## config.mk

```make
export PLATFORM = sky130hd
export DESIGN_NAME = operand_fwd_unit
export DESIGN_NICKNAME = d
export VERILOG_FILES = /design/src/rtl/fwd_pkg.sv /design/src/rtl/fwd_reg_match.sv /design/src/rtl/fwd_operand_sel.sv /design/src/rtl/fwd_store_sel.sv /design/src/rtl/operand_fwd_unit.sv
export SDC_FILE = /design/constraint.sdc
export NUM_CORES = 1
export LEC_CHECK = 0
export CAP_MARGIN = 20
export CORE_AREA = 4 4 41 43
export DETAILED_ROUTE_END_ITERATION = 16
export DIE_AREA = 0 0 45 47
export GPL_TIMING_DRIVEN = 0
export PLACE_DENSITY_LB_ADDON = 0.3
export SYNTH_ARGS = -nofsm -noshare
export SYNTH_HDL_FRONTEND = slang
export SYNTH_SLANG_ARGS = --single-unit
```

## constraint.sdc

```tcl
create_clock -name vclk -period 2.3
set_clock_uncertainty 0.2 [all_clocks]
set_input_delay 0.46 -clock vclk [all_inputs]
set_output_delay 0.46 -clock vclk [all_outputs]
set_load 0.005 [all_outputs]
```

## src/rtl/fwd_pkg.sv

```systemverilog
package fwd_pkg;

    // Operand mux select coding, shared with the datapath multiplexers.
    typedef enum logic [1:0] {
        FWD_REGFILE = 2'b00,
        FWD_MEMWB   = 2'b01,
        FWD_EXMEM   = 2'b10
    } fwd_sel_e;

    localparam int NUM_ALU_OPS = 2;

endpackage

```

## src/rtl/fwd_reg_match.sv

```systemverilog
// Compares one consumer source register with one producer destination.
module fwd_reg_match #(
    parameter int REG_W = 5
) (
    input  logic [REG_W-1:0] src,
    input  logic [REG_W-1:0] dst,
    input  logic             wr_en,
    output logic             hit
);
    localparam logic [REG_W-1:0] ZERO_REG = '0;

    always_comb begin
        hit = wr_en && (dst != ZERO_REG) && (dst == src);
    end
endmodule

```

## src/rtl/fwd_operand_sel.sv

```systemverilog
// Picks the source of a single ALU operand with younger-stage priority.
module fwd_operand_sel
    import fwd_pkg::*;
#(
    parameter int REG_W = 5
) (
    input  logic [REG_W-1:0] src,
    input  logic [REG_W-1:0] mem_dst,
    input  logic             mem_wr_en,
    input  logic             mem_is_load,
    input  logic [REG_W-1:0] wb_dst,
    input  logic             wb_wr_en,
    output fwd_sel_e         sel
);
    logic mem_hit;
    logic wb_hit;

    fwd_reg_match #(.REG_W(REG_W)) mem_cmp_i (
        .src   (src),
        .dst   (mem_dst),
        .wr_en (mem_wr_en),
        .hit   (mem_hit)
    );

    fwd_reg_match #(.REG_W(REG_W)) wb_cmp_i (
        .src   (src),
        .dst   (wb_dst),
        .wr_en (wb_wr_en),
        .hit   (wb_hit)
    );

    always_comb begin
        unique case ({mem_hit, wb_hit})
            2'b10, 2'b11: sel = mem_is_load ? FWD_REGFILE : FWD_EXMEM;
            2'b01:        sel = FWD_MEMWB;
            default:      sel = FWD_REGFILE;
        endcase
    end
endmodule

```

## src/rtl/fwd_store_sel.sv

```systemverilog
// Chooses whether memory-stage store data comes from the write-back value.
module fwd_store_sel #(
    parameter int REG_W = 5
) (
    input  logic             mem_is_store,
    input  logic [REG_W-1:0] mem_store_src,
    input  logic [REG_W-1:0] wb_dst,
    input  logic             wb_wr_en,
    output logic             sel_wb
);
    logic wb_hit;

    fwd_reg_match #(.REG_W(REG_W)) st_cmp_i (
        .src   (mem_store_src),
        .dst   (wb_dst),
        .wr_en (wb_wr_en),
        .hit   (wb_hit)
    );

    always_comb begin
        sel_wb = mem_is_store && wb_hit;
    end
endmodule

```

## src/rtl/operand_fwd_unit.sv

```systemverilog
module operand_fwd_unit
    import fwd_pkg::*;
#(
    parameter int REG_W = 5
) (
    input  logic [REG_W-1:0] ex_src_a,
    input  logic [REG_W-1:0] ex_src_b,
    input  logic [REG_W-1:0] mem_dst,
    input  logic             mem_wr_en,
    input  logic             mem_is_load,
    input  logic             mem_is_store,
    input  logic [REG_W-1:0] mem_store_src,
    input  logic [REG_W-1:0] wb_dst,
    input  logic             wb_wr_en,
    output logic [1:0]       alu_sel_a,
    output logic [1:0]       alu_sel_b,
    output logic             store_sel_wb
);
    logic [REG_W-1:0] op_src [NUM_ALU_OPS];
    fwd_sel_e         op_sel [NUM_ALU_OPS];

    always_comb begin
        op_src[0] = ex_src_a;
        op_src[1] = ex_src_b;
    end

    for (genvar g = 0; g < NUM_ALU_OPS; g++) begin : g_op
        fwd_operand_sel #(.REG_W(REG_W)) op_sel_i (
            .src         (op_src[g]),
            .mem_dst     (mem_dst),
            .mem_wr_en   (mem_wr_en),
            .mem_is_load (mem_is_load),
            .wb_dst      (wb_dst),
            .wb_wr_en    (wb_wr_en),
            .sel         (op_sel[g])
        );
    end

    fwd_store_sel #(.REG_W(REG_W)) store_sel_i (
        .mem_is_store  (mem_is_store),
        .mem_store_src (mem_store_src),
        .wb_dst        (wb_dst),
        .wb_wr_en      (wb_wr_en),
        .sel_wb        (store_sel_wb)
    );

    always_comb begin
        alu_sel_a = op_sel[0];
        alu_sel_b = op_sel[1];
    end
endmodule

```

==> impl_results.md <==
- Outcome: finished clean
- Internal power: 0.0638 mW
- Routed via count: 458
- Slowest cell on crit path: or4_4
- Nets: 114
- Setup Viol. Count Final: 0
- PortBufs: 34
- Post-DP Area: 699 µm²
- Hold crit path type: input port to output port
- Sw power: 0.0469 mW
- Initial antenna violation count: 0
- Cell accounting for the most synthesized area: xnor2_1
- Number of clock buffers in the layout: 0
- Top-area cell type share of the netlist area: 36.0%
- CP Max Fanout: 4
- Crit path kind: input port to output port
- Peak supply drop: 0.0689 mV
- F_max: 0.442 GHz
- CP max stage delay: 0.53 ns
- Mapped cell area: 340 µm²
- Final Critical Period: 2.26 ns
- Gpl congestion: 0.748
- Post-Route WL: 1190 µm
- Die ar.: 0.00212 mm²
- Clock power share: 0%
- Vert. Die Dim: 47 µm
- Die X: 45 µm
- Cell with the most instances after synthesis: xnor2_1
- Total power draw: 0.111 mW
- 1st-iter DRT viols: 1
- Sequential share of the synthesized area: 0%
- DP Wirelength: 1030 µm
- # DRC: 0
- Final Max Slew Viols: 0
- Total grt overflow: 0
- Storage element area: 0 µm²
- Max cap viols: 0
- Leak pwr: 0.293 nW
- Sw frac: 42.4%
- Final Instance Area: 691 µm²
- Gr usage total: 11.2%
- Core area: 0.00130 mm²
- First-pass GRT wire length: 1840 µm
- YS warnings: 0
- Synth Instances: 45
- Synth unique cells: 12
- Worst slew pin tran: 0.245 ns
- Rows: 13
- Seq Cell Count: 0
- Synth top area cells: xnor2_1 36%, xor2_1 28%, nor3_1 7.4%
- Syn_nets: 74
- Combinational fraction of design power: 100.0%
- IO Pins: 34
- CTS Hold Buffers Added: 0
- Fin crit share: 98.4%
- Initial Util: 26.2%
- Vias per inst: 4.67
- Final hold vios: 0
- Post-route ant nets: 0
- Area Overhead vs Synth: 103%
- Vias in the first global route: 469
- Mapped Avg Cell Area: 7.56 µm²
- CP Capture Type: output port
- Unrepaired setup endpoints after global routing: false
- Crit path launch type: input port
- WP data arrival: 1.60 ns
- Power Density: 160 mW/mm²
- Pin count of the biggest net entering global routing: 5
- Seq pwr share: 0%
- Commonest cells post-synth: 14 x xnor2_1, 11 x xor2_1, 5 x nor3_1, 3 x nand2_1, 3 x nand3_1
- 1st-pass router iterations: 4
- Crit path top cell by count: buf_2
- Diodes inserted: 0
- Drt wl/cell: 12.2 µm
- Relative slew slack: 83.5%
- Worst Path Required: 1.64 ns
- Crit-path cells: buf_2, or4_4, o21ai_2, buf_4, a311oi_1, buf_2
- Layout cells sized above 1: 30.1%
- Setup Total Neg Slack: 0 ns
-- power groups by stage --
stage	registers [mW]	clock network [mW]	logic, mW
detailed placement	0	0	0.115
CTS	0	0	0.110
finish	0	0	0.111
global route	0	0	0.121
floorplan	0	0	0.0428
global placement	0	0	0.114
-- kinds of logic after synthesis --
group           share of synthesized area, %
compound gates                          7.72
xor+xnor                                64.3
simple gates                            27.9
-- path summary, 6_finish.rpt --
path | depth (start not counted) | start | slack, ns | endpoint
worst max-delay path | 6 | wb_dst[4] | 0.04 | alu_sel_a[0]
worst min-delay path | 5 | ex_src_a[4] | 1.14 | alu_sel_a[0]
-- per-layer routing --
metal | global-route usage (%) | vias to the layer above | share of wire, %
met4 | 1.75 | 0 | 0
met1 | 12.8 | 196 | 40
li1 | - | 239 | -
met3 | 2.30 | 0 | 12
met2 | 21.5 | 23 | 48
met5 | 0 | - | 0
-- cell usage in the layout, fill, tap and decap left out, types with 4 or more instances in the layout --
| master | count |
|---|---|
| clkdlybuf4s50_1 | 9 |
| xnor2_1 | 13 |
| buf_2 | 5 |
| xor2_1 | 11 |
| buf_4 | 4 |
| clkdlybuf4s15_1 | 4 |
| clkbuf_2 | 8 |
| dlygate4sd2_1 | 7 |
-- what timing repair did --
action | 4_1_cts | 5_1_grt
resized for setup | 52 | 16
pin swaps | 12 | 15
endpoints found under the hold margin | 0 | 0
setup buffers | 5 | 0
endpoints found under the setup margin | 5 | 5
-- area by class of cell --
cell class                 instances  area, µm²
fill                             148        611
multi-input combinational         45        374
timing repair buffer              38        298
tap                               15       18.8
-- critical path, delay by kind of cell --
family	cells	cell delay, ns
simple gates	1	0.53
buf+inv	3	0.41
compound gates	2	0.20
-- per-stage QoR --
stage | utilization [%] | hold WS (ns) | std cells | setup WS (ns)
2_1_floorplan | - | 0.795 | 45 | 0.422
3_3_place_gp | 53.8 | 1.68 | 94 | -0.669
3_5_place_dp | 53.8 | 1.67 | 94 | -0.679
4_1_cts | 54.2 | 1.18 | 98 | 0.00888
5_1_grt | 53.1 | 1.18 | 98 | 0.00171
6_report | 53.1 | 1.14 | 98 | 0.0362
Power figures use the tool's default switching activity.
